$ cat src/rtl/hz_pkg.sv
package hz_pkg;

  typedef enum logic [1:0] {
    CLS_ALU = 2'd0,
    CLS_DIV = 2'd1,
    CLS_BR  = 2'd2,
    CLS_ALT = 2'd3
  } op_cls_e;

  // Execute occupancy in cycles for a class.
  function automatic int unsigned exec_len(op_cls_e c, int unsigned div_lat);
    return (c == CLS_DIV) ? div_lat : 1;
  endfunction

  // Whether the class produces a register result.
  function automatic logic writes_reg(op_cls_e c);
    return c != CLS_BR;
  endfunction

  function automatic logic is_branch(op_cls_e c);
    return c == CLS_BR;
  endfunction

endpackage

$ cat src/rtl/hz_scoreboard.sv
module hz_scoreboard #(
  parameter int unsigned NUM_REGS = 8,
  localparam int unsigned REG_W = $clog2(NUM_REGS)
) (
  input  logic             clk,
  input  logic             rst,
  input  logic             set_en,
  input  logic [REG_W-1:0] set_reg,
  input  logic             clr_en,
  input  logic [REG_W-1:0] clr_reg,
  input  logic [REG_W-1:0] chk_a,
  input  logic [REG_W-1:0] chk_b,
  output logic             blocked
);

  logic [NUM_REGS-1:0] busy;
  logic [NUM_REGS-1:0] live;

  for (genvar g = 0; g < NUM_REGS; g++) begin : g_reg
    if (g == 0) begin : g_zero
      assign busy[g] = 1'b0;
    end else begin : g_live
      logic q;
      always_ff @(posedge clk) begin
        if (rst)                                      q <= 1'b0;
        else if (set_en && set_reg == REG_W'(g))      q <= 1'b1;
        else if (clr_en && clr_reg == REG_W'(g))      q <= 1'b0;
      end
      assign busy[g] = q;
    end
    // A register whose producer finishes this cycle no longer blocks.
    assign live[g] = busy[g] && !(clr_en && clr_reg == REG_W'(g));
  end

  assign blocked = live[chk_a] || live[chk_b];

  assert_busy_sets_R4: assert property (@(posedge clk) disable iff (rst)
    (set_en && set_reg != '0) |=> busy[$past(set_reg)]);

  assert_busy_clears_R4: assert property (@(posedge clk) disable iff (rst)
    (clr_en && clr_reg != '0 && !(set_en && set_reg == clr_reg)) |=> !busy[$past(clr_reg)]);

endmodule

$ cat src/rtl/hz_exec_slot.sv
module hz_exec_slot
  import hz_pkg::*;
#(
  parameter int unsigned NUM_REGS = 8,
  parameter int unsigned TAG_W    = 8,
  parameter int unsigned DIV_LAT  = 2,
  localparam int unsigned REG_W = $clog2(NUM_REGS),
  localparam int unsigned CNT_W = $clog2(DIV_LAT + 1)
) (
  input  logic             clk,
  input  logic             rst,
  input  logic             issue,
  input  op_cls_e          in_cls,
  input  logic [REG_W-1:0] in_dst,
  input  logic [TAG_W-1:0] in_tag,
  output logic             e_vld,
  output op_cls_e          e_cls,
  output logic [REG_W-1:0] e_dst,
  output logic [TAG_W-1:0] e_tag,
  output logic             e_done,
  output logic             e_free
);

  logic [CNT_W-1:0] left;

  assign e_done = e_vld && (left == '0);
  assign e_free = !e_vld || e_done;

  always_ff @(posedge clk) begin
    if (rst) begin
      e_vld <= 1'b0;
      left  <= '0;
      e_cls <= CLS_ALU;
      e_dst <= '0;
      e_tag <= '0;
    end else if (issue) begin
      e_vld <= 1'b1;
      left  <= CNT_W'(exec_len(in_cls, DIV_LAT) - 1);
      e_cls <= in_cls;
      e_dst <= in_dst;
      e_tag <= in_tag;
    end else if (e_done) begin
      e_vld <= 1'b0;
    end else if (e_vld) begin
      left <= left - 1'b1;
    end
  end

  assert_single_cycle_R2: assert property (@(posedge clk) disable iff (rst)
    (issue && in_cls != CLS_DIV) |=> e_done);

  if (DIV_LAT > 1) begin : g_multi
    assert_div_holds_R2: assert property (@(posedge clk) disable iff (rst)
      (issue && in_cls == CLS_DIV) |=> (e_vld && !e_done && e_cls == CLS_DIV));
  end

  assert_no_overlap_R3: assert property (@(posedge clk) disable iff (rst)
    (e_vld && !e_done) |-> !issue);

endmodule

$ cat src/rtl/hz_fetch_gate.sv
module hz_fetch_gate
  import hz_pkg::*;
(
  input  logic    clk,
  input  logic    rst,
  input  logic    accept,
  input  op_cls_e accept_cls,
  input  logic    wb_vld,
  input  op_cls_e wb_cls,
  output logic    fetch_block
);

  logic br_pend;
  logic wb_br;

  assign wb_br       = wb_vld && is_branch(wb_cls);
  // The write cycle of the branch already lets the next fetch in.
  assign fetch_block = br_pend && !wb_br;

  always_ff @(posedge clk) begin
    if (rst)                                   br_pend <= 1'b0;
    else if (accept && is_branch(accept_cls))  br_pend <= 1'b1;
    else if (wb_br)                            br_pend <= 1'b0;
  end

  assert_no_fetch_behind_branch_R6: assert property (@(posedge clk) disable iff (rst)
    (br_pend && !wb_br) |-> !accept);

  assert_branch_arms_R6: assert property (@(posedge clk) disable iff (rst)
    (accept && is_branch(accept_cls)) |=> br_pend);

endmodule

$ cat src/rtl/hz_pipe_ctrl.sv
module hz_pipe_ctrl
  import hz_pkg::*;
#(
  parameter int unsigned NUM_REGS = 8,
  parameter int unsigned TAG_W    = 8,
  parameter int unsigned DIV_LAT  = 2,
  localparam int unsigned REG_W = $clog2(NUM_REGS)
) (
  input  logic             clk,
  input  logic             rst,
  input  logic             in_valid,
  output logic             in_ready,
  input  logic [1:0]       in_cls,
  input  logic [REG_W-1:0] in_dst,
  input  logic [REG_W-1:0] in_src_a,
  input  logic [REG_W-1:0] in_src_b,
  input  logic [TAG_W-1:0] in_tag,
  output logic [3:0]       stage_vld,
  output logic [3:0]       stage_stall,
  output logic             retire_valid,
  output logic [TAG_W-1:0] retire_tag
);

  // fetch stage
  logic             f_vld;
  op_cls_e          f_cls;
  logic [REG_W-1:0] f_dst, f_sa, f_sb;
  logic [TAG_W-1:0] f_tag;
  // decode stage
  logic             d_vld;
  op_cls_e          d_cls;
  logic [REG_W-1:0] d_dst, d_sa, d_sb;
  logic [TAG_W-1:0] d_tag;
  // execute stage (in slot)
  logic             e_vld, e_done, e_free;
  op_cls_e          e_cls;
  logic [REG_W-1:0] e_dst;
  logic [TAG_W-1:0] e_tag;
  // write stage
  logic             w_vld;
  op_cls_e          w_cls;
  logic [TAG_W-1:0] w_tag;

  // named events
  logic sb_block, fetch_block;
  logic issue, d_take, f_move, f_room, accept;
  op_cls_e in_cls_e;

  assign in_cls_e = op_cls_e'(in_cls);
  assign issue    = d_vld && e_free && !sb_block;
  assign d_take   = !d_vld || issue;
  assign f_move   = f_vld && d_take;
  assign f_room   = !f_vld || f_move;
  assign in_ready = f_room && !fetch_block;
  assign accept   = in_valid && in_ready;

  hz_fetch_gate u_gate (
    .clk         (clk),
    .rst         (rst),
    .accept      (accept),
    .accept_cls  (in_cls_e),
    .wb_vld      (w_vld),
    .wb_cls      (w_cls),
    .fetch_block (fetch_block)
  );

  hz_scoreboard #(.NUM_REGS(NUM_REGS)) u_sb (
    .clk     (clk),
    .rst     (rst),
    .set_en  (issue && writes_reg(d_cls)),
    .set_reg (d_dst),
    .clr_en  (e_done && writes_reg(e_cls)),
    .clr_reg (e_dst),
    .chk_a   (d_sa),
    .chk_b   (d_sb),
    .blocked (sb_block)
  );

  hz_exec_slot #(.NUM_REGS(NUM_REGS), .TAG_W(TAG_W), .DIV_LAT(DIV_LAT)) u_exec (
    .clk    (clk),
    .rst    (rst),
    .issue  (issue),
    .in_cls (d_cls),
    .in_dst (d_dst),
    .in_tag (d_tag),
    .e_vld  (e_vld),
    .e_cls  (e_cls),
    .e_dst  (e_dst),
    .e_tag  (e_tag),
    .e_done (e_done),
    .e_free (e_free)
  );

  always_ff @(posedge clk) begin
    if (rst) begin
      f_vld <= 1'b0; f_cls <= CLS_ALU; f_dst <= '0; f_sa <= '0; f_sb <= '0; f_tag <= '0;
    end else if (f_room) begin
      f_vld <= accept;
      if (accept) begin
        f_cls <= in_cls_e; f_dst <= in_dst; f_sa <= in_src_a; f_sb <= in_src_b; f_tag <= in_tag;
      end
    end
  end

  always_ff @(posedge clk) begin
    if (rst) begin
      d_vld <= 1'b0; d_cls <= CLS_ALU; d_dst <= '0; d_sa <= '0; d_sb <= '0; d_tag <= '0;
    end else if (d_take) begin
      d_vld <= f_move;
      if (f_move) begin
        d_cls <= f_cls; d_dst <= f_dst; d_sa <= f_sa; d_sb <= f_sb; d_tag <= f_tag;
      end
    end
  end

  always_ff @(posedge clk) begin
    if (rst) begin
      w_vld <= 1'b0; w_cls <= CLS_ALU; w_tag <= '0;
    end else begin
      w_vld <= e_done;
      w_cls <= e_cls;
      w_tag <= e_tag;
    end
  end

  assign stage_vld    = {w_vld, e_vld, d_vld, f_vld};
  assign stage_stall  = {1'b0, e_vld && !e_done, d_vld && !issue, f_vld && !f_move};
  assign retire_valid = w_vld;
  assign retire_tag   = w_tag;

  assert_held_fetch_keeps_tag_R5: assert property (@(posedge clk) disable iff (rst)
    (f_vld && !f_move) |=> (f_vld && f_tag == $past(f_tag)));

  assert_held_decode_keeps_tag_R5: assert property (@(posedge clk) disable iff (rst)
    (d_vld && !issue) |=> (d_vld && d_tag == $past(d_tag)));

  assert_retire_after_exec_R7: assert property (@(posedge clk) disable iff (rst)
    retire_valid |-> $past(stage_vld[2]));

  assert_reset_clears_R9: assert property (@(posedge clk)
    $past(rst) |-> (stage_vld == 4'b0 && !retire_valid && in_ready));

endmodule

$ cat config.mk
export PLATFORM = sky130hd
export DESIGN_NAME = hz_pipe_ctrl
export DESIGN_NICKNAME = d
export VERILOG_FILES = /design/src/rtl/hz_pkg.sv /design/src/rtl/hz_scoreboard.sv /design/src/rtl/hz_exec_slot.sv /design/src/rtl/hz_fetch_gate.sv /design/src/rtl/hz_pipe_ctrl.sv
export SDC_FILE = /design/constraint.sdc
export NUM_CORES = 1
export LEC_CHECK = 0
export ABC_AREA = 0
export ABC_CLOCK_PERIOD_IN_PS = 5200
export CAP_MARGIN = 5
export CORE_MARGIN = 10
export CORE_UTILIZATION = 55
export CTS_CLUSTER_DIAMETER = 150
export DETAILED_ROUTE_END_ITERATION = 12
export PLACE_DENSITY = 0.9
export SYNTH_ARGS = -nofsm -noshare
export SYNTH_HDL_FRONTEND = slang
export SYNTH_SLANG_ARGS = --single-unit
$ cat constraint.sdc
create_clock -name clk -period 5.2 [get_ports clk]
set_input_delay 0.52 -clock clk [delete_from_list [all_inputs] [get_ports clk]]
set_output_delay 0.52 -clock clk [all_outputs]
set_load 0.1 [all_outputs]
==> results.ini, run 1 <==
[grt]
grt-ovfl-total = 0
first_global_vias = 2380
grt_usage_pct = 14.3
use_met1_pct = 18.1
grt_util_met3_pct = 4.20
grt_antenna_before_repair = 0
grt_busiest_layer = met2
grt_max_degree = 96
grt_use_met2_pct = 21.0
grt_pass1_wl_um = 11400

[power]
clockPowerShare_pct = 37.5
p_sw_uw = 317
p_sw_share_pct = 26.6
power_leakage_uw = 0.00145
power_per_cell_area_nw_per_um2 = 309
vdd_drop_max_v = 0.000173
p_seq_share_pct = 50.7
combPwrFrac_pct = 11.8
p_int_uw = 874

[clock_network]
cts-root-buf = clkbuf_8
postCtsSetupBuffers = 0
cts_resized = 0
path_clk_slew_ns = 0.08
cts.sinks = 75
cts_made_buffers = 9
htree_num_levels = 3
clock_path_buffers = 2
ctsHoldBuffers = 0
cts_tree = yes
worstSkewPairLatency_ns = 0.35

[worst_setup_path]
worstPathArrival_ns = 3.48
path_class = register to output port
crit_fanout = 19
worst-r2r-cell-count = 7
critPathLaunchType = register
critPathCaptureType = output port
reg2reg_to = d_sb[1]
rr_startpoint = u_exec.e_cls[1]
rrSetupSlack_ns = 1.96
cp.required_ns = 4.68

[drt]
wl_per_cell_um = 14.8
drcViolationCount = 0
via_count = 2492
drt-initial-drc-count = 167
dr.pass1.iters = 4
routed_via_density = 5.56
antenna_left = 0
drt-total-wl_um = 6650

[logic_synthesis]
synthDistinctLibCells = 45
synth_flop_cell = dfxtp_1
synth_edf_count = 0
syn_avg_cell_area_sq_um = 9.57
syn_inst = 344
ys_seq_area_share_pct = 45.6
ys_ff_latch = 75
syn-num-nets = 366
synth_top_family_by_area = simple AND/OR/NAND/NOR gates
synth-xor-area-share_pct = 0.266
synth-compound-area-share_pct = 14.3
yosys.area_share.adder_pct = 0
synth.area.mux_share_pct = 11.6
ys_warn_count = 0
async_flop_share_pct = 0
synth-simple-area-share_pct = 23.1
syn_area_sq_um = 3290

[min_path]
hp-start = d_tag[2]
hold_end = u_exec.e_tag[2]
holdPathStages = 2
hold_path.class = register to register

[cells_and_area]
drive_gt1_share_pct = 7.51
antenna_cells = 0
synthToLayoutAreaGrowth_pct = 16.9
final_area_sq_um = 3850
nets = 390
instances_no_fill = 448

[sta]
hold_violations = 0
slew_viol_final = 0
post-route-min-period_ns = 4.00
tightestPinTransition_ns = 1.11
maxSlewHeadroom_pct = 26.2
setup_viol = 0
rsz0062_at_grt = false
period_share_pct = 76.9
max_freq_ghz = 0.250
fin_setup_tns_ns = 0
fin_skew_ns = 0.0102

[floorplanning]
dieHeight_um = 97.4
ios = 40
die-area_sq_um = 9480
fp-row-count = 28
core_area_sq_um = 5850
start_util_pct = 56.3
die_w_um = 97.4

[place]
place_area_sq_um = 3650
dp_cells = 432
portBuffers = 38
hpwl_um = 4420
gp_congestion = 0.836

[job]
cap_viol_max_count = 0

[run_status]
status = completed

synth_stat cells (2+ instances only):
cell,count,area (sq um)
dfxtp_1,75,1500
nand2b_1,62,388
mux2i_1,38,380
a21oi_1,24,120
o21ai_0,17,85.1
clkbuf_1,15,56.3
nand3_1,15,75.1
nor2b_1,14,87.6
inv_1,8,30.0
nand2_1,8,30.0
buf_2,7,35.0
buf_4,6,45.0
o31ai_1,6,45.0
nor2_1,4,15.0
nand4_1,3,18.8
nor3_1,3,15.0
o311ai_1,3,26.3
and3_1,2,12.5
and3b_1,2,17.5
nand4b_1,2,17.5
nor3b_1,2,15.0
o2111ai_1,2,17.5
o311ai_0,2,17.5
o41ai_1,2,17.5
or4b_1,2,20.0
stage by stage:
step / hold WS, ns / setup WS [ns] / total power, uW / util [%]
3_3_place_gp: 0.439 / 1.73 / 754 / 62.4
5_1_grt: 0.482 / 0.850 / 1240 / 65.8
6_report: 0.460 / 1.20 / 1190 / 65.8
2_1_floorplan: 0.431 / 1.91 / 722 / -
4_1_cts: 0.466 / 1.20 / 1200 / 65.8
3_5_place_dp: 0.458 / 1.59 / 758 / 62.4
placed cells by master (no fill, tap or decap), drive strengths merged, types with 2 or more instances in the layout:
cell and count:
o41ai 2, and3b 2, o311ai 6, o21ai 18
o2111ai 3, nand4b 2, buf 7, nor2 4
nor3b 2, nor3 3, nor2b 14, and3 2
o31ai 7, or4b 2, inv 10, clkbuf 10
nand2b 62, nand2 8, nand3 15, clkdlybuf4s50 34
mux2i 38, nand4 3, clkinv 2, a21oi 24
dfxtp 75
power groups by stage:
stage	Sequential [uW]	Clock, uW	Combinational (uW)
2_1_floorplan	618	0	104
6_report	604	446	140
4_1_cts	604	455	141
3_5_place_dp	617	0	141
5_1_grt	606	484	152
3_3_place_gp	616	0	138
sequential cells by signal, summed over array words and instances (netlist names), 2 cells and up:
| signal | cells |
|---|---|
| d_tag | 8 |
| f_tag | 8 |
| f_cls | 2 |
| retire_tag | 8 |
| u_sb.g.g_live.q | 7 |
| d_cls | 2 |
| d_sa | 3 |
| w_cls | 2 |
| u_exec.e_tag | 8 |
| d_sb | 3 |
| u_exec.left | 2 |
| f_sa | 3 |
| d_dst | 3 |
| u_exec.e_dst | 3 |
| f_sb | 3 |
| u_exec.e_cls | 2 |
| f_dst | 3 |
worst max-delay path, stage by stage (launching register included):
cell,delay (ns)
dfxtp_1,0.34
nor2b_1,0.87
o31ai_1,0.27
o2111ai_1,0.39
and3_1,0.57
o21ai_0,0.26
and2_1,0.19
buf_4,0.23
cell type report:
cell class	instances	area, sq um
Clock buffer	10	128
Clock inverter	6	72.6
Sequential cell	75	1500
Multi-Input combinational cell	233	1630
Inverter	8	30.0
Fill cell	466	2000
Tap cell	75	93.8
Timing Repair Buffer	41	390
worst max-delay path by stage:
| stage | startpoint | end | slack [ns] | cells past startpoint |
|---|---|---|---|---|
| after floorplan | u_exec.left[0] | in_ready | 1.91 | 8 |
| final | u_exec.e_cls[1] | in_ready | 1.20 | 7 |
| after CTS | u_exec.e_cls[1] | in_ready | 1.20 | 7 |
| after global routing | u_exec.e_cls[1] | in_ready | 0.85 | 7 |
| after detailed placement | u_exec.e_cls[1] | in_ready | 1.59 | 7 |
| after global placement | u_exec.e_cls[1] | in_ready | 1.73 | 7 |
per-layer routing:
metal / up-vias / routed length (um)
met5: - / 0
met4: 0 / 109
met3: 9 / 388
met2: 69 / 3050
met1: 1154 / 3090
li1: 1260 / -
cells by family after synthesis:
kind of cell | count (synthesis)
xor+xnor | 1
compound gates | 68
buf+inv | 36
simple gates | 125
mux | 38
other cells | 1
flops | 75
No activity file was read; power rests on OpenSTA's default activity.
==> inputs of run 2 (changes only) <==
ABC_CLOCK_PERIOD_IN_PS = 3500   (was 5200)
CORE_UTILIZATION = 50   (was 55)
PLACE_DENSITY = 0.87   (was 0.9)
clock period = 3.5 ns   (was 5.2 ns; I/O delays follow)
==> run 2 against run 1 <==
Net effect:
- setup slack worse by 0.99 ns
- sequential cell count stayed put
- global-route usage is 0.82 points lower
- routed wire length is 2.6% higher
- sequential power is 49% higher
- critical path type unchanged
- largest power group unchanged
==> results.ini, run 2 (synthesized netlist as in run 1, its figures left out) <==
[sta]
tightestPinTransition_ns = 0.985
max_freq_ghz = 0.304
post-route-min-period_ns = 3.29
hold_slack_ns = 0.466
setup_viol = 0
hold_violations = 0
fin_setup_tns_ns = 0
period_share_pct = 94.0
rsz0062_at_grt = false
maxSlewHeadroom_pct = 34.1
slew_viol_final = 0
fin_ws_ns = 0.209
fin_skew_ns = 0.0124

[worst_setup_path]
path_class = register to output port
critPathCaptureType = output port
crit_fanout = 19
rrSetupSlack_ns = 0.71
critPathLaunchType = register
cp.required_ns = 3.15
worst-r2r-cell-count = 8
rr_startpoint = u_exec.e_vld
reg2reg_to = f_dst[2]
worstPathArrival_ns = 2.94

[cells_and_area]
nets = 393
final_common_cell = dfxtp_1
antenna_cells = 0
mostFrequentLayoutCells = 75 x dfxtp_1, 62 x nand2b_1, 38 x mux2i_1
drive_gt1_share_pct = 9.31
instances_no_fill = 453
synthToLayoutAreaGrowth_pct = 18.7

[run_status]
status = completed

[power]
power_per_cell_area_nw_per_um2 = 449
power_leakage_uw = 0.00148
vdd_drop_max_v = 0.000283

[min_path]
hold_path.class = register to register
hold_end = u_exec.e_tag[0]
holdPathStages = 2
hp-start = d_tag[0]

[grt]
grt-ovfl-total = 0
grt_antenna_before_repair = 0
use_met1_pct = 18.2
grt_busiest_layer = met2
grt_pass1_wl_um = 11300
first_global_vias = 2309
grt_use_met2_pct = 19.7
grt_util_met3_pct = 3.88
grt_usage_pct = 13.5
grt_max_degree = 74

[floorplanning]
die-area_sq_um = 10200
die_w_um = 101
dieHeight_um = 101
fp-row-count = 29
start_util_pct = 51.6
ios = 40
core_area_sq_um = 6390

[drt]
drt-initial-drc-count = 181
drt-total-wl_um = 6820
wl_per_cell_um = 15.0
antenna_left = 0
via_count = 2473
routed_via_density = 5.46
dr.pass1.iters = 4
drcViolationCount = 0

[place]
portBuffers = 38
dp_cells = 437
hpwl_um = 4740
gp_congestion = 0.872
dp_slack_ns = 0.383

[job]
cap_viol_max_count = 0

[clock_network]
clock_path_buffers = 2
path_clk_slew_ns = 0.09
cts-root-buf = clkbuf_8
worstSkewPairLatency_ns = 0.35
ctsHoldBuffers = 0
cts_made_buffers = 9
cts_tree = yes
cts.sinks = 75
htree_num_levels = 3

run 2: changes by cell type in the layout (fill, tap and decap cells not counted), sizes merged:
cell           before  now
buf                 7   11
bufinv              1    0
clkbuf             10    9
clkdlybuf4s50      34   33
clkinv              2    3
inv                10   11
run 2: how the worst max path moves through the flow:
stage	from	to	slack [ns]
after floorplan	u_exec.left[0]	in_ready	0.38
after global placement	u_exec.left[0]	in_ready	0.48
after detailed placement	u_exec.left[0]	in_ready	0.38
after CTS	u_exec.left[0]	in_ready	0.09
after global routing	u_exec.left[0]	in_ready	0.03
final	u_exec.left[0]	in_ready	0.21
run 2: final cells by class:
class / count / area, sq um
clock inverter: 7 / 70.1
fill: 545 / 2480
clock buffer: 9 / 124
tap: 77 / 96.3
multi-input combinational: 233 / 1640
inverter: 8 / 30.0
timing repair buffer: 44 / 448
sequential: 75 / 1500
run 2: report_power, final:
part	internal, uW	switching (uW)	total, uW
logic	89.2	130	219
registers	881	16.9	898
clock network	275	361	637
run 2: metrics by stage:
| stage | instance area, sq um | utilization, % | power [uW] |
|---|---|---|---|
| floorplan | 3290 | - | 1070 |
| global placement | 3710 | 58.1 | 1130 |
| detailed placement | 3710 | 58.1 | 1130 |
| CTS | 3900 | 61.1 | 1760 |
| global route | 3910 | 61.2 | 1820 |
| finish | 3910 | 61.2 | 1750 |
run 2: worst max-delay path, cell delays in order (launching register included):
cell       delay, ns
dfxtp_1         0.37
nand4bb_1       0.42
o31ai_1         0.51
o2111ai_1       0.25
and3_2          0.38
o21ai_1         0.26
and2_1          0.22
buf_12          0.18
run 2: layer usage:
| metal | vias to the layer above | share of wire, % |
|---|---|---|
| li1 | 1257 | - |
| met1 | 1120 | 49 |
| met2 | 85 | 44 |
| met3 | 11 | 5.6 |
| met4 | 0 | 1.9 |
| met5 | - | 0 |
run 2: repair_timing:
item	4_1_cts	5_1_grt
gates cloned	0	0
endpoints found under the setup margin	1	1
setup buffers	0	0
resized for setup	1	2
==> inputs of run 3 (changes only) <==
ABC_CLOCK_PERIOD_IN_PS = 2800   (was 3500)
SYNTH_HIERARCHICAL = 1   (was not set)
clock period = 2.8 ns   (was 3.5 ns; I/O delays follow)
==> run 3 against run 2 <==
Net effect:
- the flow now finishes with violations (negative setup slack)
- power grew 28%
- clock-buffer cell count up 2
- final area increased by 8.6%
- via count increased by 1.4%
- routed wire length up 7.7%
- worst hold slack got worse by 0.0020 ns
- die area down 0.37%
- global-route usage up 0.22 points
- sequential cell count did not move
- sequential power is 25% higher
- critical path type unchanged
- largest power group unchanged
==> results.ini, run 3 <==
[run_status]
status = complete, but fails checks
violations = negative setup slack

[logic_synthesis]
async_flop_share_pct = 0
synth-xor-area-share_pct = 0
yosysTopAreaCell = dfxtp_1
synth_common_cells = 75 x dfxtp_1, 61 x nand2b_1, 51 x mux2i_1, 22 x nor2_1, 19 x nor2b_1
syn_area_sq_um = 3280
syn_avg_cell_area_sq_um = 10.2
synth-simple-area-share_pct = 25.7
synth.most_common_cell = dfxtp_1
synth-compound-area-share_pct = 7.25
syn-num-nets = 344
syn_inst = 322
synth_top_cell_area_share_pct = 45.8
yosys-top-cells-area = dfxtp_1 46%, mux2i_1 16%, nand2b_1 12%
ys_ff_latch = 75
synth_flop_cell = dfxtp_1
yosys.area_share.adder_pct = 0
ys_warn_count = 6
synth_edf_count = 0
synth_top_family_by_area = simple AND/OR/NAND/NOR gates
synthDistinctLibCells = 48
synth.area.mux_share_pct = 15.9
ys_seq_area_share_pct = 45.8

[place]
dp_cells = 427
dp_slack_ns = -0.105
place_area_sq_um = 3730
portBuffers = 38
hpwl_um = 4570
gp_congestion = 0.959

[cells_and_area]
final_area_sq_um = 4240
final_common_cell = dfxtp_1
synthToLayoutAreaGrowth_pct = 29.4
n_fill_cell = 463
nets = 401
antenna_cells = 0
instances_no_fill = 461
multiInputGateArea_sq_um = 1740
mostFrequentLayoutCells = 73 x dfxtp_1, 61 x nand2b_1, 49 x mux2i_1
area.sequential_sq_um = 1500
drive_gt1_share_pct = 25.3

[sta]
tightestPinTransition_ns = 0.626
fin_setup_tns_ns = -4.70
fin_skew_ns = 0.0116
setup_viol = 41
slew_viol_final = 0
maxSlewHeadroom_pct = 58.2
period_share_pct = 110
hold_violations = 0
fin_ws_ns = -0.287
rsz0062_at_grt = true
post-route-min-period_ns = 3.09
max_freq_ghz = 0.324

[drt]
drt-total-wl_um = 7340
wl_met3_um = 389
drt-met1-wl_um = 3230
drt-initial-drc-count = 260
via_count = 2508
routed_via_density = 5.44
antenna_left = 0
wl_per_cell_um = 15.9
top_layer_used = met4
drcViolationCount = 0
dr.pass1.iters = 5
wl_met2_um = 3440

[grt]
grt_max_degree = 48
first_global_vias = 2406
grt-ovfl-total = 0
grt_usage_pct = 13.7
grt_antenna_before_repair = 0
grt_pass1_wl_um = 11300

[clock_network]
cts_tree = yes
worstSkewPairLatency_ns = 0.35
cts.sinks = 75
cts-root-buf = clkbuf_8
path_clk_slew_ns = 0.08
htree_num_levels = 3
clock_path_buffers = 2
cts_made_buffers = 9
ctsHoldBuffers = 0

[job]
cap_viol_max_count = 0

[power]
p_total_uw = 2250
power_leakage_uw = 0.00171
power_per_cell_area_nw_per_um2 = 530
vdd_drop_max_v = 0.000310

[worst_setup_path]
worstPathArrival_ns = 2.81
path_class = register to output port
crit_fanout = 7
critPathLaunchType = register
cp.required_ns = 2.52
critPathCaptureType = output port

[floorplanning]
die-area_sq_um = 10200
dieHeight_um = 101
die_w_um = 101
fp-row-count = 29
ios = 40
start_util_pct = 51.6
core_area_sq_um = 6350

[min_path]
hold_path.class = input pin to register

run 3: cell types whose count changed after synthesis, moves of 3 or more:
cell      previous run  this run
nor2_1               4        22
a21oi_1             24         8
nand3_1             15         4
o31ai_1              6         0
o311ai_1             3         0
mux2i_1             38        51
o32ai_1              0         5
clkbuf_1            15         7
and4bb_1             0         3
buf_2                7         1
nor2b_1             14        19
buf_6                0         4
o21ai_0             17         1
run 3: per-stage QoR:
step           hold slack (ns)  util [%]
5_1_grt                  0.486      66.8
6_report                 0.464      66.8
2_1_floorplan            0.349         -
3_5_place_dp             0.449      58.7
4_1_cts                  0.438      63.9
3_3_place_gp             0.449      58.7
run 3: worst max-delay path, cell delays in order (launching register included):
cell and delay (ns):
dfxtp_2 0.33, nor2b_4 0.12, and2b_1 0.17, a21boi_4 0.16
and4bb_2 0.27, nor4b_1 0.42, nor3_2 0.11, o2111ai_2 0.23
nand2b_4 0.18, and3_4 0.24, nor2_4 0.05, buf_12 0.17
run 3: what timing repair did:
item,CTS,global route
pin swaps,5,10
gates resized for setup,6,32
setup endpoints to repair,7,60
setup buffers,9,10
run 3: path summary, 6_finish.rpt:
| kind | startpoint | to | slack, ns | cells after the start |
|---|---|---|---|---|
| setup / recovery | u_exec/e_vld | in_ready | -0.29 | 11 |
| hold / removal | rst | u_exec/e_tag[0] | 0.46 | 2 |
| setup reg to reg | u_exec/e_vld | u_sb/g_reg[2].g_live.q | -0.21 | 15 |
| hold reg to reg | u_exec/e_tag[4] | retire_tag[4] | 0.47 | 1 |
run 3: area by class of cell:
cell class                      count  share of cell area, %
Clock buffer                       11                   3.57
Clock inverter                      5                   1.42
Inverter                           10                  0.885
Multi-Input combinational cell    218                   41.0
Sequential cell                    75                   35.4
Tap cell                           77                   2.27
Timing Repair Buffer               65                   15.4
run 3: power by group:
group          switching [uW]  total [uW]  leakage [uW]  internal (uW)
logic                     129         261      0.000995            132
clock network             404         868      0.000106            463
registers                22.9        1120      0.000610           1100
total                     556        2250       0.00171           1690
run 3: routing by layer:
metal | GRT usage (%) | up-vias
li1 | - | 1200
met5 | 0 | -
met4 | 6.86 | 0
met3 | 3.64 | 31
met1 | 17.2 | 1177
met2 | 21.1 | 100
run 3: cells by family (layout without fill, tap and decap cells):
logic type	Yosys count	count (layout)
buffers and inverters	29	91
AO/OA/AOI/OAI	27	27
other	1	1
AND/OR/NAND/NOR	138	138
flip-flops	75	75
multiplexers	52	52
